File: src/rtl/spec_trk_pkg.sv
// Package: shared helpers for the speculative load line tracker.
// Assumes nothing beyond integer parameters being positive.
package spec_trk_pkg;

    // Width needed to index n items, never less than one bit.
    function automatic int idx_width(input int n);
        return (n > 1) ? $clog2(n) : 1;
    endfunction

endpackage

File: src/rtl/slt_onehot_dec.sv
// Module: slt_onehot_dec
// Turns an enable plus an index into a one-hot vector of N bits. The output is
// all zeros when disabled. Indices at or beyond N select nothing.
module slt_onehot_dec #(
    parameter int N = 64,
    parameter int W = 6
) (
    input  logic         en,
    input  logic [W-1:0] idx,
    output logic [N-1:0] vec
);

    // One comparator per line: bit i is set when the index equals i.
    for (genvar i = 0; i < N; i++) begin : g_bit
        localparam logic [W-1:0] MY_IDX = W'(i);
        assign vec[i] = en && (idx == MY_IDX);
    end

endmodule

File: src/rtl/slt_mark_bank.sv
// Module: slt_mark_bank
// Holds the read marks of one strand, one bit per cache line. It raises a
// registered one-cycle fail pulse when an invalidation hits a marked line.
// Assumes: set_vec and inv_vec are one-hot or zero; clear wipes the bank and
// wins over a same-cycle set; an invalidation still reports marks held at
// the edge.
module slt_mark_bank #(
    parameter int NUM_LINES = 64
) (
    input  logic                 clk,
    input  logic                 rst_n,
    input  logic [NUM_LINES-1:0] set_vec,
    input  logic                 inv_valid,
    input  logic [NUM_LINES-1:0] inv_vec,
    input  logic                 clear,
    output logic                 fail_pulse
);

    logic [NUM_LINES-1:0] marks_q;
    logic [NUM_LINES-1:0] marks_seen;
    logic [NUM_LINES-1:0] marks_d;
    logic                 hit;

    // Marks that count for this cycle: held bits plus a load landing now.
    assign marks_seen = marks_q | set_vec;

    // Hit when the invalidated line carries a mark, old or same-cycle.
    assign hit = inv_valid && (|(marks_seen & inv_vec));

    // Next marks: clear wins, otherwise add the load and drop the lost line.
    always_comb begin
        if (clear) begin
            marks_d = '0;
        end else if (inv_valid) begin
            marks_d = marks_seen & ~inv_vec;
        end else begin
            marks_d = marks_seen;
        end
    end

    // Mark storage and the registered fail pulse.
    always_ff @(posedge clk) begin
        if (!rst_n) begin
            marks_q    <= '0;
            fail_pulse <= 1'b0;
        end else begin
            marks_q    <= marks_d;
            fail_pulse <= hit;
        end
    end

    // a pulse only follows a cycle that carried an invalidation.
    a_r3_fail_needs_inv: assert property (@(posedge clk) disable iff (!rst_n)
        fail_pulse |-> $past(inv_valid));

    // after a clear strobe the bank is empty.
    a_r5_clear_empties: assert property (@(posedge clk) disable iff (!rst_n)
        clear |=> (marks_q == '0));

    // a set with no clear and no invalidation leaves the mark in place.
    a_r2_set_sticks: assert property (@(posedge clk) disable iff (!rst_n)
        ((|set_vec) && !clear && !inv_valid) |=> (|(marks_q & $past(set_vec))));

    // without a set, the number of marks never grows.
    a_r4_no_growth: assert property (@(posedge clk) disable iff (!rst_n)
        !(|set_vec) |=> ($countones(marks_q) <= $past($countones(marks_q))));

    // the invalidated line holds no mark afterwards.
    a_r6_line_dropped: assert property (@(posedge clk) disable iff (!rst_n)
        inv_valid |=> (|(marks_q & $past(inv_vec))) == 1'b0);

endmodule

File: src/rtl/spec_line_tracker.sv
// Module: spec_line_tracker (top)
// Tracks which cache lines each strand read while speculative, and pulses a
// per-strand failure when such a line is invalidated or evicted.
// Assumes: one load and one invalidation per cycle at most; strobes are
// per strand and may coincide with accesses.
module spec_line_tracker #(
    parameter int NUM_LINES   = 64,
    parameter int NUM_STRANDS = 2,
    parameter int LINE_W      = spec_trk_pkg::idx_width(NUM_LINES),
    parameter int SID_W       = spec_trk_pkg::idx_width(NUM_STRANDS)
) (
    input  logic                   clk,
    input  logic                   rst_n,
    input  logic                   ld_valid,
    input  logic [LINE_W-1:0]      ld_line,
    input  logic [SID_W-1:0]       ld_strand,
    input  logic                   ld_spec,
    input  logic                   inv_valid,
    input  logic [LINE_W-1:0]      inv_line,
    input  logic [NUM_STRANDS-1:0] join_strobe,
    input  logic [NUM_STRANDS-1:0] fail_strobe,
    output logic [NUM_STRANDS-1:0] spec_fail
);

    logic [NUM_LINES-1:0] ld_vec;
    logic [NUM_LINES-1:0] inv_vec;

    // Decode of the speculative load's line, shared by all strands.
    slt_onehot_dec #(.N(NUM_LINES), .W(LINE_W)) u_ld_dec (
        .en  (ld_valid && ld_spec),
        .idx (ld_line),
        .vec (ld_vec)
    );

    // Decode of the invalidated line, shared by all strands.
    slt_onehot_dec #(.N(NUM_LINES), .W(LINE_W)) u_inv_dec (
        .en  (inv_valid),
        .idx (inv_line),
        .vec (inv_vec)
    );

    // One independent mark bank per strand.
    for (genvar s = 0; s < NUM_STRANDS; s++) begin : g_strand
        localparam logic [SID_W-1:0] MY_ID = SID_W'(s);
        logic [NUM_LINES-1:0] set_vec;

        // Route the load's line to this strand only when it issued the load.
        assign set_vec = (ld_strand == MY_ID) ? ld_vec : '0;

        slt_mark_bank #(.NUM_LINES(NUM_LINES)) u_bank (
            .clk        (clk),
            .rst_n      (rst_n),
            .set_vec    (set_vec),
            .inv_valid  (inv_valid),
            .inv_vec    (inv_vec),
            .clear      (join_strobe[s] || fail_strobe[s]),
            .fail_pulse (spec_fail[s])
        );
    end

    // with no invalidation in the previous cycle, no strand pulses.
    a_r9_quiet_idle: assert property (@(posedge clk) disable iff (!rst_n)
        $past(!inv_valid) |-> (spec_fail == '0));

    // a speculative load meeting an invalidation of its line fails its strand.
    a_r7_same_cycle: assert property (@(posedge clk) disable iff (!rst_n)
        (ld_valid && ld_spec && inv_valid && (ld_line == inv_line))
            |=> (spec_fail[$past(ld_strand)] == 1'b1));

endmodule

File: config.mk
export PLATFORM = sky130hd
export DESIGN_NAME = spec_line_tracker
export DESIGN_NICKNAME = d
export VERILOG_FILES = /design/src/rtl/spec_trk_pkg.sv /design/src/rtl/slt_onehot_dec.sv /design/src/rtl/slt_mark_bank.sv /design/src/rtl/spec_line_tracker.sv
export SDC_FILE = /design/constraint.sdc
export NUM_CORES = 1
export LEC_CHECK = 0
export ABC_CLOCK_PERIOD_IN_PS = 3200
export BUFFER_PORTS_ARGS = -buffer_cell sky130_fd_sc_hd__buf_2
export CORE_UTILIZATION = 62
export CTS_CLUSTER_SIZE = 30
export DETAILED_ROUTE_END_ITERATION = 6
export GPL_TIMING_DRIVEN = 0
export PLACE_DENSITY_LB_ADDON = 0.05
export SYNTH_ARGS = -nofsm -noshare
export SYNTH_HDL_FRONTEND = slang
export SYNTH_HIERARCHICAL = 1
export SYNTH_SLANG_ARGS = --single-unit
File: constraint.sdc
create_clock -name clk -period 3.2 [get_ports clk]
set_input_delay 0.64 -clock clk [delete_from_list [all_inputs] [get_ports clk]]
set_output_delay 0.64 -clock clk [all_outputs]
set_load 0.1 [all_outputs]
Yosys cells after proc, flatten, opt, wreduce, memory -nomap -nowiden
Cells that the tools add are included.
Storage, ports and cells
  input port bits: 22
  output and inout bits: 2
  word-level logic and storage cells: 281
  register bits: 130
Cells by class
  muxes and demuxes: 4
  bitwise logic cells: 8
  equal/unequal tests: 126
  reduce and logical (&&, ||, !) cells: 139
Operators with widths (number)
  6-bit equality test (second input constant): 64
  64-bit AND: 4
  64-bit two-way mux: 4
  6-bit by 5-bit equality test with 1-bit output (second input constant): 32
  1-bit logical AND: 131
  64-bit bitwise OR: 2
  64-bit OR reduction: 2
  6-bit by 4-bit equality test with 1-bit output (second input constant): 16
  64-bit inverter: 1
  6-bit by 3-bit equality test with 1-bit output (second input constant): 8
  6-bit by 2-bit equality test with 1-bit output (second input constant): 4
  6-bit by 1-bit equality test with 1-bit output (second input constant): 2
  6-bit zero test: 2
  2-bit OR reduction: 2
  1-bit logical OR: 2
  1-bit inverter: 1

Logic depth before layout (Yosys ltp)
Gate-level depths: netlist of run 1.
  depth after elaboration: 7
  depth in mapped cells: 11
  gate-level depth less buffers: 9

Modules after synthesis
Netlist of run 1, hierarchy kept.
Modules (own cells, without submodules)
  slt_mark_bank: area an instance 2478.6 um^2, sequential area each 1301.2 um^2, instances 2, cells each 294
  slt_onehot_dec: area an instance 469.2 um^2, sequential area each 0.0 um^2, instances 2, cells each 93
  spec_line_tracker: area an instance 907.1 um^2, sequential area each 0.0 um^2, instances 1, cells each 145

Least setup slack after synthesis of run 1
No wires, ideal clock.
  path kind: input port to flip-flop
  start: input ld_valid
  end: register g_strand[1].u_bank.fail_pulse
  path slack: 760 ps
  arrival: 2325 ps
  setup time: 115 ps
  stages on the path: 11
  path through: and2_1 -> or3b_1 -> clkbuf_1 -> buf_2 -> nor2_1 -> and2_1 -> o21ai_1 -> nand4_1 -> nor4_1 -> nand4_1 -> and3_1
On the way
  word-level cells in the longest chain between the ends: 7
  elaborated cells on any way between the ends: 70
  those cells by class: 1 x mux; 2 x bitwise; 67 x reduce/logical
Ends and longest elaborated chain
  from (decl): line spec_line_tracker.sv:14  | input logic ld_valid,
  1-bit logical AND: line spec_line_tracker.sv:30  | .en (ld_valid && ld_spec),
  1-bit logical AND: line slt_onehot_dec.sv:16  | assign vec[i] = en && (idx == MY_IDX);
  via ld_vec[10]: line spec_line_tracker.sv:25  | logic [NUM_LINES-1:0] ld_vec;
  64-bit two-way mux: line spec_line_tracker.sv:48  | assign set_vec = (ld_strand == MY_ID) ? ld_vec : '0;
  via g_strand[1].set_vec[10]: line spec_line_tracker.sv:45  | logic [NUM_LINES-1:0] set_vec;
  64-bit bitwise OR: line slt_mark_bank.sv:25  | assign marks_seen = marks_q | set_vec;
  64-bit AND: line slt_mark_bank.sv:28  | assign hit = inv_valid && (|(marks_seen & inv_vec));
  64-bit OR reduction: line slt_mark_bank.sv:28
  1-bit logical AND: line slt_mark_bank.sv:28
  to (signal assigned): line slt_mark_bank.sv:48  | fail_pulse <= hit;
  to (decl): line slt_mark_bank.sv:16  | output logic fail_pulse
The timed path passes the listed nets, and every way through them passes these cells.
A chain may end at the register's enable or synchronous reset.

Worst setup path in the final report of run 1
  start: input ld_line[0]
  end: register g_strand[1].u_bank.fail_pulse
On the way
  word-level cells in the longest chain between the ends: 7
  elaborated cells on any way between the ends: 133
  those cells by class: 63 x eq/ne; 1 x mux; 2 x bitwise; 67 x reduce/logical
Ends and longest elaborated chain
  from (decl): line spec_line_tracker.sv:15  | input logic [LINE_W-1:0] ld_line,
  6-bit by 5-bit equality test with 1-bit output: line slt_onehot_dec.sv:16
  1-bit logical AND: line slt_onehot_dec.sv:16
  via ld_vec[22]: line spec_line_tracker.sv:25
  64-bit two-way mux: line spec_line_tracker.sv:48
  via g_strand[1].set_vec[22]: line spec_line_tracker.sv:45
  64-bit bitwise OR: line slt_mark_bank.sv:25
  64-bit AND: line slt_mark_bank.sv:28
  64-bit OR reduction: line slt_mark_bank.sv:28
  1-bit logical AND: line slt_mark_bank.sv:28
The timed path passes the listed nets, and every way through them passes these cells.

==> flow_metrics.tcl, run 1 <==
set metrics [dict create \
    fp.dieH_um 107 \
    min_period_ns 3.16 \
    powerDensity_nw_per_um2 458 \
    antenna_found_initial 1 \
    vias 7880 \
    grt_pass1_vias 7232 \
    initial_core_util_pct 65.0 \
    synth_edf_count 0 \
    dieArea_um2 11400 \
    top_layer_used "met5" \
    timing.max_cap.violations 0 \
    wl_per_cell_um 24.7 \
    cts_root_buf "clkbuf_8" \
    swShare_pct 24.6 \
    hold_slack_ns 0.387 \
    dpl_cell_area_um2 7080 \
    avgSynthCellArea_um2 7.40 \
    ys_ff_latch 130 \
    clk_pin_slew_ns 0.05 \
    cts_tree "yes" \
    async_flop_share_pct 0 \
    coreArea_um2 10500 \
    timing.final.ws_setup_ns 0.0363 \
    syn_area_um2 6800 \
    grt_max_degree 17 \
    groute.usage.overall_pct 48.1 \
    critPathRequiredTime_ns 3.63 \
    antenna_cells 0 \
    met2_wirelength_um 10800 \
    grt_pass1_wl_um 39900 \
    power_frac_clock_pct 45.9 \
    syn_to_final_growth_pct 10.8 \
    fin_util_pct 72.1 \
    insertion_delay_ns 0.54 \
    postSynthCellCount 919 \
    die_x_um 107 \
    finClkSkew_ns 0.00659 \
    critPathMaxFanout 10 \
    final_max_slew_viol_count 0 \
    ys.flop_type "dfxtp_1" \
    post-route-period-util_pct 98.9 \
    tns_ns 0 \
    final_nets 982 \
    via_per_inst 7.16 \
    worstMarginPinSlew_ns 0.838 \
    post-place-ws_ns -0.340 \
    wirelength_um 27200 \
    synth_cell_types 27 \
    numClockSinks 130 \
    worstSetupStartpointType "input pin" \
    ant_nets 0 \
    cts_buffers 17 \
    ir_drop_mv 0.449 \
    netSwitchingPower_uw 849 \
    status "complete, but fails checks" \
    grt.overflow.total 0 \
    pwr-share-comb_pct 7.2 \
    postCtsSetupBuffers 0 \
    critical_path_class "input pin to flip-flop" \
    drt-met1-wl_um 9510 \
    ctsHoldBuffers 0 \
    synth-seq-area-share_pct 38.3 \
    hold_viol 0 \
    violations "design-rule violations" \
    gp_congestion 1.03 \
    fmax_mhz 316 \
    max_slew_margin_pct 44.1 \
    rows 37 \
    met3_length_um 4380 \
    power_frac_seq_pct 46.9 \
    leakagePower_nw 2.67 \
    final_layout_size_suffix_gt1_share_pct 8.29 \
    synth_nets 941 \
    dp_hpwl_um 19300 \
    first_pass_iters 7 \
    setup_viol 0 \
    hold_class "input pin to flip-flop" \
    clockBufferDepth 2 \
    rsz0062_at_grt "false" \
    fin_area_um2 7540 \
    boundaryPins 24 \
    yosys_warnings 6 \
    io_buffer_count 22 \
    drc 14 \
    intPower_mw 2.61 \
    htree_levels 4 \
    worstSetupEndpointType "flip-flop" \
    critPathArrivalTime_ns 3.59 \
    dr.first_iter.drc_count 1558 \
]
[final timing paths]
path | from | to | slack (ns) | depth (start not counted)
max reg2reg | g_strand[1].u_bank/marks_q[22]$_SDFF_PP0_ | g_strand[1].u_bank/fail_pulse$_SDFF_PN0_ | 1.11 | 5
min | rst_n | g_strand[1].u_bank/fail_pulse$_SDFF_PN0_ | 0.39 | 2
max | ld_line[0] | g_strand[1].u_bank/fail_pulse$_SDFF_PN0_ | 0.04 | 10
min reg2reg | g_strand[1].u_bank/marks_q[4]$_SDFF_PP0_ | g_strand[1].u_bank/marks_q[4]$_SDFF_PP0_ | 0.50 | 2
[final cells by class]
cell class / instances / area [um^2]
multi-input cells: 729 / 3920
fillers: 879 / 2920
flip-flops and latches: 130 / 2600
clock buffers: 21 / 439
plain buffers: 60 / 279
well taps: 136 / 170
repair buffers: 22 / 110
clock inverters: 3 / 15.0
[cell usage in the layout (no fill, tap or decap), types with 8 or more instances in the layout]
cell type,count
nand4b_1,8
dfxtp_1,130
a21oi_1,128
buf_2,40
clkbuf_16,16
clkbuf_1,32
nor2b_1,66
nand4_1,36
o21ai_0,158
nand4bb_1,12
o21ai_1,94
and2_1,65
nor2_1,128
[stage by stage]
step / power [mW] / std cells
3_3_place_gp: 1.88 / 1077
5_1_grt: 3.52 / 1101
3_5_place_dp: 1.88 / 1077
6_report: 3.45 / 1101
2_1_floorplan: 1.78 / 919
4_1_cts: 3.43 / 1101
[critical path: stages]
cell	delay, ns
buf_2	0.14
clkbuf_1	0.33
nand4bb_1	0.49
nor2_1	0.12
and2_1	0.19
o21ai_0	0.57
nand4_1	0.26
nor4_1	0.43
nand4_1	0.21
and3_1	0.22
[logic make-up after synthesis]
family                 after synthesis  share of synthesized area (%)
AOI/OAI and AO/OA                  384                           28.5
and+or+nand+nor                    345                           29.2
DFF                                130                           38.3
buffers and inverters               60                           4.08
[synth_stat cells, types with 3 or more instances]
library cell	count	area share, %
nand4b_1	8	1.0
nand4_1	36	3.3
and2_1	65	6.0
nor2b_1	66	6.1
buf_1	6	0.33
dfxtp_1	130	38
a21oi_1	128	9.4
clkbuf_1	30	1.7
or4b_1	6	0.88
nor2_1	128	7.1
nor4_1	6	0.55
buf_2	18	1.3
buf_4	3	0.33
nand3b_1	4	0.44
nand4bb_1	12	2.0
o21ai_1	94	6.9
o21ai_0	158	12
o21ai_2	4	0.51
[sequential cells by signal (all words and copies together), names as in the netlist]
register / count
g_strand.u_bank/fail_pulse: 2
g_strand.u_bank/marks_q: 128
[what timing repair did]
item,in CTS,in global routing
hold endpoints to repair,0,0
setup endpoints to repair,0,1
gates resized for setup,0,2
[power by group through the flow]
stage,clock network [mW],registers [mW],logic (mW)
floorplan,0,1.65,0.121
global placement,0,1.65,0.225
detailed placement,0,1.65,0.227
CTS,1.58,1.62,0.228
global route,1.66,1.62,0.245
finish,1.59,1.62,0.249
[routing by layer]
layer | up-vias | global-route usage [%]
met2 | 699 | 67.6
met3 | 241 | 19.9
li1 | 3376 | -
met1 | 3562 | 58.4
met4 | 2 | 35.4
met5 | - | 0
No activity file was read; power rests on OpenSTA's default activity.
==> inputs of run 2 (changes only) <==
- BUFFER_PORTS_ARGS: -buffer_cell sky130_fd_sc_hd__buf_2 -> not set
- CORE_UTILIZATION: 62 -> 64
- DONT_BUFFER_PORTS: not set -> 1
==> flow_metrics.tcl, run 2 (same netlist as run 1, synthesis figures left out) <==
set metrics [dict create \
    max_slew_margin_pct 37.5 \
    timing.final.ws_setup_ns -0.0346 \
    ir_drop_mv 0.409 \
    hold_class "input pin to flip-flop" \
    seq_area_um2 2600 \
    dp_hpwl_um 18900 \
    intPower_mw 2.95 \
    critPathArrivalTime_ns 3.67 \
    antenna_found_initial 0 \
    post-route-period-util_pct 101 \
    violations "negative setup slack" \
    largest_register_ffs 128 \
    rows 37 \
    critPathMaxFanout 10 \
    final_nets 960 \
    coreArea_um2 10300 \
    powerDensity_nw_per_um2 505 \
    timing.rr.start "g_strand[1].u_bank/marks_q[22]$_SDFF_PP0_" \
    boundaryPins 24 \
    min_period_ns 3.23 \
    slowest_delay_ns 0.63 \
    leakagePower_nw 2.65 \
    worstSetupStartpointType "input pin" \
    vias 7686 \
    clockBufferDepth 2 \
    slowest_stage "nor4_1" \
    path_cells "and2_1, nand3b_1, clkbuf_2, nor2_1, and2_1, o21ai_0, nand4_1, nor4_1, nand4_1, and3_1" \
    layout_common_cells "o21ai_0 (158), dfxtp_1 (130), a21oi_1 (128), nor2_1 (128), o21ai_1 (94)" \
    worst-r2r-cell-count 5 \
    power_frac_seq_pct 42.4 \
    critical_path_class "input pin to flip-flop" \
    initial_core_util_pct 65.9 \
    holdPathStages 1 \
    grt_pass1_wl_um 40000 \
    postCtsSetupBuffers 0 \
    numClockSinks 130 \
    ant_nets 0 \
    whs_endpoint "g_strand[0].u_bank/fail_pulse$_SDFF_PN0_" \
    finClkSkew_ns 0.00453 \
    dieArea_um2 11000 \
    critPathRequiredTime_ns 3.63 \
    drt-met1-wl_um 9340 \
    grt_pass1_vias 7093 \
    reg_top3 "g_strand.u_bank/marks_q (128), g_strand.u_bank/fail_pulse (2)" \
    groute.usage.overall_pct 49.7 \
    multi_input_area_um2 3920 \
    worst-r2r-setup-slack_ns 0.97 \
    power_frac_clock_pct 51.7 \
    cts_tree "yes" \
    final_max_slew_viol_count 0 \
    io_buffer_count 0 \
    rsz0062_at_grt "false" \
    nFillCells 806 \
    regMostFlops "g_strand.u_bank/marks_q" \
    layout_commonest_cell "o21ai_0" \
    top_layer_used "met4" \
    met3_length_um 4580 \
    worstMarginPinSlew_ns 0.937 \
    grt_max_degree 17 \
    worstSetupEndpointType "flip-flop" \
    fp.dieH_um 105 \
    clk_pin_slew_ns 0.06 \
    cts_buffers 17 \
    wirelength_um 27300 \
    drc 0 \
    timing.max_cap.violations 0 \
    syn_to_final_growth_pct 11.3 \
    cts_root_buf "clkbuf_8" \
    reg2reg_to "g_strand[1].u_bank/fail_pulse$_SDFF_PN0_" \
    htree_levels 4 \
    post-place-ws_ns -0.322 \
    swShare_pct 22.7 \
    grt.overflow.total 0 \
    wl_per_cell_um 25.1 \
    via_per_inst 7.07 \
    first_pass_iters 7 \
    status "complete, but fails checks" \
    final_layout_size_suffix_gt1_share_pct 6.74 \
    pwr-share-comb_pct 5.9 \
    hold_start "rst_n" \
    fmax_mhz 309 \
    fin_util_pct 73.4 \
    met2_wirelength_um 10900 \
    hold_viol 0 \
    gp_congestion 1.01 \
    die_x_um 105 \
    dr.first_iter.drc_count 1304 \
    insertion_delay_ns 0.54 \
    setup_viol 1 \
    netSwitchingPower_uw 868 \
]
[run 2: changes by cell type in the layout (fill, tap and decap cells not counted)]
| cell | delta |
|---|---|
| buf_2 | -22 |
| clkbuf_8 | +4 |
| bufinv_16 | +3 |
| clkinv_2 | -2 |
| clkbuf_1 | +1 |
| clkbuf_2 | +1 |
| diode_2 | +1 |
[run 2: final cells by class]
type / count / area share [%]
tap: 136 / 2.25
multi-input combinational: 729 / 51.8
clock buffer: 27 / 6.62
sequential: 130 / 34.4
clock inverter: 4 / 1.26
antenna: 1 / 0.0330
buffer: 60 / 3.70
[run 2: worst max-delay path, delay by kind of cell]
kind / cells / cell delay (ns)
buf+inv: 1 / 0.38
simple gates: 8 / 2.19
compound gates: 1 / 0.45
[run 2: per-stage QoR]
step / total power [mW] / std cells / setup TNS, ns / instance area (um^2) / hold WS, ns
2_1_floorplan: 1.78 / 919 / 0 / 6800 / 0.476
3_3_place_gp: 1.86 / 1055 / -0.670 / 6970 / 0.485
3_5_place_dp: 1.86 / 1055 / -0.606 / 6970 / 0.493
4_1_cts: 3.80 / 1086 / 0 / 7570 / 0.245
5_1_grt: 3.89 / 1086 / 0 / 7570 / 0.243
6_report: 3.82 / 1087 / -0.0346 / 7570 / 0.253
[run 2: worst max-delay path by stage]
stage                  start                                       end  depth (start not counted)
floorplan           ld_valid  g_strand[1].u_bank/fail_pulse$_SDFF_PN0_                         11
global placement    ld_valid  g_strand[1].u_bank/fail_pulse$_SDFF_PN0_                         10
detailed placement  ld_valid  g_strand[1].u_bank/fail_pulse$_SDFF_PN0_                         10
CTS                 ld_valid  g_strand[1].u_bank/fail_pulse$_SDFF_PN0_                         10
global route        ld_valid  g_strand[1].u_bank/fail_pulse$_SDFF_PN0_                         11
finish              ld_valid  g_strand[1].u_bank/fail_pulse$_SDFF_PN0_                         10
[run 2: what timing repair did]
| item | CTS | global route |
|---|---|---|
| hold buffers | 0 | 0 |
| resized for setup | 0 | 4 |
| setup endpoints to repair | 0 | 1 |
[run 2: power groups by stage]
stage | registers [mW] | logic [mW] | clock network, mW
floorplan | 1.65 | 0.121 | 0
global placement | 1.66 | 0.203 | 0
detailed placement | 1.66 | 0.204 | 0
CTS | 1.62 | 0.205 | 1.98
global route | 1.62 | 0.221 | 2.05
finish | 1.62 | 0.226 | 1.98
[run 2: layer usage]
layer,global-route usage [%],vias up
li1,-,3335
met1,61.8,3440
met4,38.8,0
met5,0,-
met3,18.5,214
met2,68.9,697
